[src/rtl/exc_pkg.sv]
package exc_pkg;
  localparam int VEC_W   = 8;
  localparam int CAUSE_W = 3;
  localparam int NREQ    = 7;

  typedef enum logic [CAUSE_W-1:0] {
    CAUSE_NONE    = 3'd0,
    CAUSE_ADDR    = 3'd1,
    CAUSE_ILLEGAL = 3'd2,
    CAUSE_LINE_A  = 3'd3,
    CAUSE_LINE_F  = 3'd4,
    CAUSE_PRIV    = 3'd5,
    CAUSE_DIVZ    = 3'd6,
    CAUSE_ACCESS  = 3'd7
  } cause_e;

  localparam logic [VEC_W-1:0] VEC_ACCESS  = 8'd2;
  localparam logic [VEC_W-1:0] VEC_ADDR    = 8'd3;
  localparam logic [VEC_W-1:0] VEC_ILLEGAL = 8'd4;
  localparam logic [VEC_W-1:0] VEC_DIVZ    = 8'd5;
  localparam logic [VEC_W-1:0] VEC_PRIV    = 8'd8;
  localparam logic [VEC_W-1:0] VEC_LINE_A  = 8'd10;
  localparam logic [VEC_W-1:0] VEC_LINE_F  = 8'd11;

  // request slot index -> cause, slot 0 has highest priority
  function automatic cause_e slot_cause(input int slot);
    case (slot)
      0:       return CAUSE_ADDR;
      1:       return CAUSE_LINE_A;
      2:       return CAUSE_LINE_F;
      3:       return CAUSE_ILLEGAL;
      4:       return CAUSE_PRIV;
      5:       return CAUSE_DIVZ;
      6:       return CAUSE_ACCESS;
      default: return CAUSE_NONE;
    endcase
  endfunction

  function automatic logic [VEC_W-1:0] cause_vec(input cause_e c);
    case (c)
      CAUSE_ADDR:    return VEC_ADDR;
      CAUSE_ILLEGAL: return VEC_ILLEGAL;
      CAUSE_LINE_A:  return VEC_LINE_A;
      CAUSE_LINE_F:  return VEC_LINE_F;
      CAUSE_PRIV:    return VEC_PRIV;
      CAUSE_DIVZ:    return VEC_DIVZ;
      CAUSE_ACCESS:  return VEC_ACCESS;
      default:       return '0;
    endcase
  endfunction
endpackage

[src/rtl/exc_addr_chk.sv]
module exc_addr_chk #(
  parameter int          AW        = 32,
  parameter int          ALIGN_LOG = 1,
  parameter int          SCALE_W   = 2,
  parameter logic [SCALE_W-1:0] BAD_SCALE = 2'b11
) (
  input  logic               xfer_i,
  input  logic [AW-1:0]      tgt_addr_i,
  input  logic               idx_en_i,
  input  logic               idx_word_i,
  input  logic [SCALE_W-1:0] idx_scale_i,
  input  logic               idx_full_i,
  output logic               odd_tgt_o,
  output logic               bad_idx_o,
  output logic               addr_err_o
);
  logic unused_tgt_hi;
  assign unused_tgt_hi = ^tgt_addr_i[AW-1:ALIGN_LOG];

  assign odd_tgt_o  = xfer_i && (|tgt_addr_i[ALIGN_LOG-1:0]);
  assign bad_idx_o  = idx_en_i && (idx_word_i || (idx_scale_i == BAD_SCALE) || idx_full_i);
  assign addr_err_o = odd_tgt_o || bad_idx_o;
endmodule

[src/rtl/exc_illegal_chk.sv]
module exc_illegal_chk #(
  parameter int       OP_W  = 16,
  parameter logic [3:0] NIB_A = 4'hA,
  parameter logic [3:0] NIB_F = 4'hF
) (
  input  logic [OP_W-1:0] opcode_i,
  input  logic            supported_i,
  output logic            line_a_o,
  output logic            line_f_o,
  output logic            illegal_o
);
  localparam int NIB_LSB = OP_W - 4;

  logic [3:0] top_nib;
  logic       unused_low;
  assign top_nib    = opcode_i[OP_W-1:NIB_LSB];
  assign unused_low = ^opcode_i[NIB_LSB-1:0];

  assign line_a_o  = !supported_i && (top_nib == NIB_A);
  assign line_f_o  = !supported_i && (top_nib == NIB_F);
  assign illegal_o = !supported_i && (top_nib != NIB_A) && (top_nib != NIB_F);

  always_comb begin
    AST_ONE_ILLEGAL_CLASS: assert ($onehot0({line_a_o, line_f_o, illegal_o}));
  end
endmodule

[src/rtl/exc_prio_enc.sv]
module exc_prio_enc
  import exc_pkg::*;
#(
  parameter int N = NREQ
) (
  input  logic [N-1:0]     req_i,
  output logic [N-1:0]     grant_o,
  output cause_e           cause_o,
  output logic [VEC_W-1:0] vec_o
);
  // lowest index wins
  assign grant_o = req_i & (~req_i + N'(1));

  always_comb begin
    cause_o = CAUSE_NONE;
    for (int s = N - 1; s >= 0; s--) begin
      if (grant_o[s]) cause_o = slot_cause(s);
    end
  end

  assign vec_o = cause_vec(cause_o);

  always_comb begin
    AST_ONE_GRANT: assert ($onehot0(grant_o));
    AST_REQ_GRANTED: assert ((req_i == '0) || (cause_o != CAUSE_NONE));
  end
endmodule

[src/rtl/exc_classifier.sv]
module exc_classifier
  import exc_pkg::*;
#(
  parameter int AW   = 32,
  parameter int OP_W = 16
) (
  input  logic                   clk_i,
  input  logic                   rst_ni,
  input  logic                   inst_valid_i,
  input  logic [OP_W-1:0]        opcode_i,
  input  logic                   op_supported_i,
  input  logic                   op_super_only_i,
  input  logic                   user_mode_i,
  input  logic                   xfer_i,
  input  logic [AW-1:0]          tgt_addr_i,
  input  logic                   idx_en_i,
  input  logic                   idx_word_i,
  input  logic [1:0]             idx_scale_i,
  input  logic                   idx_full_i,
  input  logic                   div_op_i,
  input  logic                   div_zero_i,
  input  logic                   store_i,
  input  logic                   wprot_i,
  output logic                   exc_valid_o,
  output logic [VEC_W-1:0]       exc_vector_o,
  output logic [VEC_W+1:0]       exc_offset_o,
  output logic [CAUSE_W-1:0]     exc_cause_o
);
  localparam int OFF_W = VEC_W + 2;

  logic odd_tgt, bad_idx, addr_err;
  logic line_a, line_f, illegal;
  logic priv_err, divz_err, acc_err;
  logic [NREQ-1:0] req, grant;
  cause_e          cause_d;
  logic [VEC_W-1:0] vec_d;

  exc_addr_chk #(.AW(AW)) u_addr (
    .xfer_i      (xfer_i),
    .tgt_addr_i  (tgt_addr_i),
    .idx_en_i    (idx_en_i),
    .idx_word_i  (idx_word_i),
    .idx_scale_i (idx_scale_i),
    .idx_full_i  (idx_full_i),
    .odd_tgt_o   (odd_tgt),
    .bad_idx_o   (bad_idx),
    .addr_err_o  (addr_err)
  );

  exc_illegal_chk #(.OP_W(OP_W)) u_ill (
    .opcode_i    (opcode_i),
    .supported_i (op_supported_i),
    .line_a_o    (line_a),
    .line_f_o    (line_f),
    .illegal_o   (illegal)
  );

  assign priv_err = op_super_only_i && user_mode_i;
  assign divz_err = div_op_i && div_zero_i;
  assign acc_err  = store_i && wprot_i;

  // slot order is the priority order
  assign req = {acc_err, divz_err, priv_err, illegal, line_f, line_a, addr_err}
               & {NREQ{inst_valid_i}};

  exc_prio_enc #(.N(NREQ)) u_prio (
    .req_i   (req),
    .grant_o (grant),
    .cause_o (cause_d),
    .vec_o   (vec_d)
  );

  logic unused_flags;
  assign unused_flags = odd_tgt ^ bad_idx ^ (^grant);

  always_ff @(posedge clk_i or negedge rst_ni) begin
    if (!rst_ni) begin
      exc_valid_o  <= 1'b0;
      exc_vector_o <= '0;
      exc_offset_o <= '0;
      exc_cause_o  <= '0;
    end else begin
      exc_valid_o  <= (cause_d != CAUSE_NONE);
      exc_vector_o <= vec_d;
      exc_offset_o <= {vec_d, 2'b00};
      exc_cause_o  <= cause_d;
    end
  end

  AST_STROBE_AFTER_INST: assert property (@(posedge clk_i) disable iff (!rst_ni)
    exc_valid_o |-> $past(inst_valid_i));
  AST_IDLE_ZERO: assert property (@(posedge clk_i) disable iff (!rst_ni)
    !exc_valid_o |-> (exc_vector_o == '0 && exc_offset_o == '0 && exc_cause_o == '0));
  AST_OFFSET_X4: assert property (@(posedge clk_i) disable iff (!rst_ni)
    exc_offset_o == OFF_W'({exc_vector_o, 2'b00}));
  AST_ADDR_FIRST: assert property (@(posedge clk_i) disable iff (!rst_ni)
    $past(inst_valid_i && addr_err) |-> exc_cause_o == CAUSE_ADDR);
  AST_ACCESS_STORE: assert property (@(posedge clk_i) disable iff (!rst_ni)
    (exc_cause_o == CAUSE_ACCESS) |-> $past(store_i && wprot_i));
  AST_DIVZ_VEC: assert property (@(posedge clk_i) disable iff (!rst_ni)
    (exc_cause_o == CAUSE_DIVZ) |-> (exc_vector_o == 8'd5 && exc_offset_o == 10'h014));
  AST_PRIV_USER: assert property (@(posedge clk_i) disable iff (!rst_ni)
    (exc_cause_o == CAUSE_PRIV) |-> $past(user_mode_i && op_super_only_i));
endmodule

[config.mk]
export PLATFORM = sky130hd
export DESIGN_NAME = exc_classifier
export DESIGN_NICKNAME = d
export VERILOG_FILES = /design/src/rtl/exc_pkg.sv /design/src/rtl/exc_addr_chk.sv /design/src/rtl/exc_illegal_chk.sv /design/src/rtl/exc_prio_enc.sv /design/src/rtl/exc_classifier.sv
export SDC_FILE = /design/constraint.sdc
export NUM_CORES = 1
export LEC_CHECK = 0
export CAP_MARGIN = 20
export CORE_ASPECT_RATIO = 1.4
export CORE_UTILIZATION = 29
export DETAILED_ROUTE_END_ITERATION = 8
export PLACE_DENSITY = 0.92
export SETUP_SLACK_MARGIN = 0.15
export SYNTH_ARGS = -nofsm -noshare
export SYNTH_HDL_FRONTEND = slang
export SYNTH_HIERARCHICAL = 1
export SYNTH_SLANG_ARGS = --single-unit
export TNS_END_PERCENT = 50
[constraint.sdc]
create_clock -name clk_i -period 0.9 [get_ports clk_i]
set_input_delay 0.18 -clock clk_i [delete_from_list [all_inputs] [get_ports clk_i]]
set_output_delay 0.18 -clock clk_i [all_outputs]
set_load 0.1 [all_outputs]
Word level (Yosys, flattened, before mapping)
Index checks and enable logic that the tools add are counted.
Widths: inputs -> output; s select.

storage, ports and cells
  bits in registers = 12
  bits of input ports = 64
  output and inout bits = 22
  word-level logic and storage cells = 41

cells by class
  add/sub/neg operators = 1
  bitwise operators = 3
  equal/unequal tests = 12
  reduce and logical (&&, ||, !) cells = 14
  muxes and demuxes = 8

operators with widths
  kind                 count
  $pmux 4 s7           1
  $mux 3               7
  $and 7x7->7          2
  $eq 3x3->1 const B   4
  $logic_and 1x1->1    9
  $eq 4x4->1 const B   2
  $ne 4x4->1 const B   2
  $add 7x1->7 const B  1
  $not 7->7            1
  $eq 3x2->1 const B   2
  $eq 3x1->1 const B   1
  $logic_or 1x1->1     3
  $reduce_bool 3->1    1
  $eq 2x2->1 const B   1
  $logic_not 1->1      1

Depth between registers and ports, before layout
Gate-level depths: netlist of the first run.

  depth in word-level cells = 18
  depth in mapped cells = 8
  gate-level depth less buffers = 7

Cells and area by module
The synthesis of the first run kept the hierarchy.

modules (own cells, without submodules)
  module           sequential area each (um2)  area each (um2)  cells an instance  instances
  exc_classifier   300.3                       429.2            31                 1
  exc_prio_enc     0.0                         234.0            37                 1
  exc_addr_chk     0.0                         33.8             5                  1
  exc_illegal_chk  0.0                         33.8             6                  1

Worst setup path after synthesis of the first run
OpenSTA, ideal clock, no wires.

  path type = register to output
  start point = register, netlist name exc_offset_o[2]
  end point = output exc_vector_o[0]
  arrival time = 1.324 ns
  setup slack = -0.604 ns
  stages on the path, launching flop included = 2
  data required time = 0.720 ns
  buffers on the path = 1
  cell sequence = dfrtp_1 > buf_4

RTL lines
  what              line                  source
  end: declaration  exc_classifier.sv:25  output logic [VEC_W-1:0] exc_vector_o,

Worst setup path in the final report of the first run
  start point = input opcode_i[12]
  end point = register exc_valid_o

between the ends
  cells in the longest elaborated chain, start to end = 15
  elaborated cells on any way between the ends = 20
  classes of those cells = add/sub (1); eq/ne (4); mux (7); bitwise (3); reduce/logical (5)

ends and longest elaborated chain
  what                     line                   source
  start: declaration       exc_classifier.sv:10   input logic [OP_W-1:0] opcode_i,
  $ne 4x4->1               exc_illegal_chk.sv:21  assign illegal_o = !supported_i && (top_nib != NIB_A) && (top_nib != NIB_F);
  $logic_and 1x1->1        exc_illegal_chk.sv:21
  $logic_and 1x1->1 (*)    exc_illegal_chk.sv:21
  named net illegal        exc_classifier.sv:32   logic line_a, line_f, illegal;
  $and 7x7->7 (*)          exc_classifier.sv:64   & {NREQ{inst_valid_i}};
  named net req[3]         exc_classifier.sv:34   logic [NREQ-1:0] req, grant;
  $not 7->7                exc_prio_enc.sv:12     assign grant_o = req_i & (~req_i + N'(1));
  $add 7x1->7              exc_prio_enc.sv:12
  $and 7x7->7 (*)          exc_prio_enc.sv:12
  $mux 3 (3 in a row)      exc_prio_enc.sv:17     if (grant_o[s]) cause_o = slot_cause(s);
  $mux 3 (*) (4 in a row)  exc_prio_enc.sv:17
  named net cause_d[1]     exc_classifier.sv:35   cause_e cause_d;
  $reduce_bool 3->1 (*)    exc_classifier.sv:83   exc_valid_o <= (cause_d != CAUSE_NONE);
  end signal: assignment   exc_classifier.sv:83
  end: declaration         exc_classifier.sv:24   output logic exc_valid_o,

Mark *: on every way through the listed nets, which the timed path passes. The rest lies on a longest branch.

==> metrics.txt, run 1 <==
vias in the first global route=732; VDD IR max=0.548 mV; Root Buffer=clkbuf_4; CP max stage delay=0.37 ns; GP Congestion=0.821; Critical Path RT=1.05 ns; first-pass GRT wire length=3.09 mm; Port-buffer cells=40; clk buf depth=2; Worst-path clk slew=0.06 ns; post-route minimum period=1.20 ns; Die Span Y=59.0 µm; drc violations=0; grt ovf=0; # clock sinks=12; CP bufs+invs=1; FP Rows=20; final worst setup slack=-0.297 ns; Power Density=1420 nW/µm²; cells traversed along the worst timing path=buf_8 > xnor2_4 > a31oi_1 > and2_4 > nor2b_4 > nor2_1 > a21oi_1 > or3_1; CP max stage cell=or3_1; Hold-fix buffers, CTS=0; Tcrit/Tclk final=133%; RSZ-0062 raised after global routing=yes; TritonRoute pass-1 iters=4; setup_tns=-5.61 ns; number of routed nets with antenna violations=0; cell family with most CP delay=simple AND/OR/NAND/NOR gates; Critical Path Fanout Max=3; antenna violations before repair=0; initial core utilization=30.9%; Core Footprint=2180 µm²; largest net degree at the start of global routing=13; Horiz. Die Dim=42.7 µm; layout cells sized above 1=71.7%; post-DR wirelength/cell=13.8 µm; Setup Viol. Count Final=28; dpl hpwl=1.47 mm; CP Depth=8; DR vias=671; failing checks=setup timing; Area Growth Syn to Fin=125%; Cell Area, Synth=673 µm²; initial drt markers=5; Final Hold Fails=0; CTS H-Tree Depth=1; leakage=0.680 nW; ANT cells=0; status=finished, violations left; CTS tree=done; Slew Limit Fails=0; Syn. warnings=6; GRT Total Usage=17.3%; Inserted Clock Buffers=3; IO Pins=86; Avg Cell Area, Syn=9.62 µm²; fillers=154; Hold WC Path Type=input port to async pin; critical path arrival=1.35 ns; die area=2520 µm²; Pwr Total=2.14 mW; Post-Route WL=1.95 mm; Crit. End Element=flop; Max-Cap Viols=0; hold slack=0.206 ns; final net count=186; post-synthesis cell count=70; vias per cell=4.73; fmax=835 MHz; Setup crit start=opcode_i[12]; Setup CP Type=input port to flop; critical path launch point type=input port
[per-stage QoR]
step	setup slack, ns	instances	cell area (µm²)	utilization (%)
6_report	-0.297	142	1510	69.5
5_1_grt	-0.330	142	1510	69.5
4_1_cts	-0.290	141	1480	68.2
3_5_place_dp	-1.11	130	1340	61.4
3_3_place_gp	-1.02	130	1340	61.4
2_1_floorplan	-0.371	74	850	-
[final timing paths]
path	endpoint	slack (ns)
hold / removal	exc_cause_o[1]	0.21
min in group clk_i	exc_cause_o[1]	0.35
max in group asynchronous	exc_offset_o[9]	0.53
setup / recovery	exc_valid_o	-0.30
[state kept, by name, summed over array words and instances, names as in the netlist]
register      flops
exc_cause_o       3
exc_valid_o       1
exc_offset_o      8
[power breakdown]
group	internal (mW)	total, mW	switching [mW]
clock network	0.155	0.313	0.158
registers	0.599	0.653	0.0545
logic	0.460	1.17	0.714
total	1.21	2.14	0.927
[final cells by class]
| cell class | count | area, µm² | area share [%] |
|---|---|---|---|
| tap | 22 | 27.5 | 1.82 |
| timing repair buffer | 59 | 728 | 48.1 |
| clock buffer | 3 | 22.5 | 1.49 |
| inverter | 3 | 11.3 | 0.744 |
| sequential | 12 | 330 | 21.8 |
| multi-input combinational | 43 | 393 | 26.0 |
[per-layer routing]
layer	GRT usage, %	routed length [µm]
met1	12.0	523
met5	0	0
met3	2.74	108
met4	12.9	82
met2	37.4	1240
[timing repair]
item	in CTS	in global routing
pin swaps	25	4
buffers inserted	8	1
endpoints found under the setup margin	28	28
gates resized for setup	89	4
[cells in the final DEF, fill, tap and decap left out, types with 4 or more instances in the layout]
cell / instances
buf_12: 20
dfrtp_4: 8
conb_1: 6
nor2_1: 5
dlygate4sd2_1: 5
buf_6: 9
buf_2: 9
buf_4: 13
dfrtp_1: 4
Power figures use the tool's default switching activity.
==> inputs of run 2 (changes only) <==
- ABC_AREA: unset -> 1
==> metrics.txt, run 2 <==
Horiz. Die Dim=43.8 µm; FP Rows=20; post-synthesis cell count=92; Hold WC Path Type=input port to async pin; Final Instance Area=1590 µm²; GRT Total Usage=16.5%; initial core utilization=31.5%; most frequent cells in the layout=20 x buf_12, 16 x nand2_1, 14 x buf_4; vias in the first global route=742; Setup Viol. Count Final=28; max FFs per register=8; Critical Path RT=0.72 ns; TritonRoute pass-1 iters=8; Critical Path Fanout Max=2; critical path launch point type=flop; Cell Area, Synth=709 µm²; drc violations=5; commonest non-fill, non-tap cell in the layout=buf_12; DR vias=798; ANT cells=0; P_int=1.22 mW; VDD IR max=0.760 mV; Final Hold Fails=0; Gate power share=56.0%; die area=2650 µm²; dpl hpwl=1.40 mm; critical path arrival=0.96 ns; Placed Area=1370 µm²; CTS tree=done; Tcrit/Tclk final=127%; number of routed nets with antenna violations=0; CTS H-Tree Depth=1; CP bufs+invs=1; grt ovf=0; switching pwr=1.01 mW; IO Pins=86; # clock sinks=12; Top Registers=exc_offset_o (8), exc_cause_o (3), exc_valid_o (1); failing checks=DRC, setup timing; cells traversed along the worst timing path=buf_12; fillers=158; GP Congestion=0.814; Max-Cap Viols=0; Area Growth Syn to Fin=124%; placed instance count=154; setup_tns=-5.50 ns; Top reg by flops=exc_offset_o; sequential power share=29.4%; Port-buffer cells=40; layout cells sized above 1=70.8%; clk buf depth=2; cell family with most CP delay=flip-flops; post-route minimum period=1.14 ns; switch share=45.2%; first-pass GRT wire length=3.09 mm; Post-Route WL=2.20 mm; Setup CP Type=flop to primary output; initial drt markers=15; Inserted Clock Buffers=3; Core Footprint=2250 µm²; CP max stage delay=0.51 ns; Worst-path clk slew=0.07 ns; leakage=0.785 nW; fmax=876 MHz; largest net degree at the start of global routing=13; antenna violations before repair=0; post-DR wirelength/cell=13.2 µm; final net count=210; Syn. warnings=6; Avg Cell Area, Syn=7.71 µm²; Slew Limit Fails=0; status=finished, violations left; RSZ-0062 raised after global routing=yes; Crit. End Element=primary output; Die Span Y=60.5 µm; Clock power frac=14.6%; final worst setup slack=-0.241 ns; vias per cell=4.81; Layout Cells excl Fill=166; Power Density=1400 nW/µm²; CP max stage cell=dfrtp_4; Root Buffer=clkbuf_4
## run 2: repair_timing
action,CTS,global route
endpoints found under the hold margin,0,0
gates resized for setup,72,24
setup buffers,6,3
pin swaps,33,22
setup endpoints to repair,28,28
hold buffers,0,0
## run 2: per-stage QoR
step	power [mW]	util, %	worst slack (ns)	hold slack, ns
final	2.23	70.6	-0.241	0.197
after global routing	2.29	70.6	-0.311	0.206
after CTS	2.13	65.8	-0.236	0.215
after detailed placement	1.78	60.7	-0.909	0.499
after global placement	1.76	60.7	-0.789	0.484
after floorplan	1.41	-	-0.231	-0.116
## run 2: final timing paths
| check | start | slack (ns) | end | depth (start not counted) |
|---|---|---|---|---|
| max in group asynchronous | rst_ni | 0.54 | exc_offset_o[3] | 2 |
| min in group clk_i | inst_valid_i | 0.36 | exc_offset_o[2] | 5 |
| max | exc_offset_o[9] | -0.24 | exc_vector_o[7] | 1 |
| min | rst_ni | 0.20 | exc_cause_o[2] | 2 |
## run 2: cell type report
type / count / area (µm²) / share of cell area (%)
clock buffers: 3 / 22.5 / 1.42
inverters: 14 / 57.6 / 3.62
multi-input cells: 56 / 409 / 25.7
flip-flops and latches: 12 / 330 / 20.8
well taps: 22 / 27.5 / 1.73
repair buffers: 59 / 742 / 46.7
## run 2: metal layers
layer / share of wire [%] / global-route usage [%] / vias to the layer above / wire length, µm
li1: - / - / 356 / -
met1: 27 / 13.2 / 366 / 582
met2: 60 / 33.7 / 62 / 1330
met3: 8.2 / 3.27 / 14 / 180
met4: 4.8 / 11.6 / 0 / 106
met5: 0 / 0 / - / 0
## run 2: power groups by stage
stage / combinational [mW] / clock [mW] / sequential [mW]
final: 1.25 / 0.325 / 0.656
after global routing: 1.28 / 0.348 / 0.663
after CTS: 1.16 / 0.313 / 0.658
after detailed placement: 1.11 / 0 / 0.670
after global placement: 1.10 / 0 / 0.665
after floorplan: 0.437 / 0 / 0.974
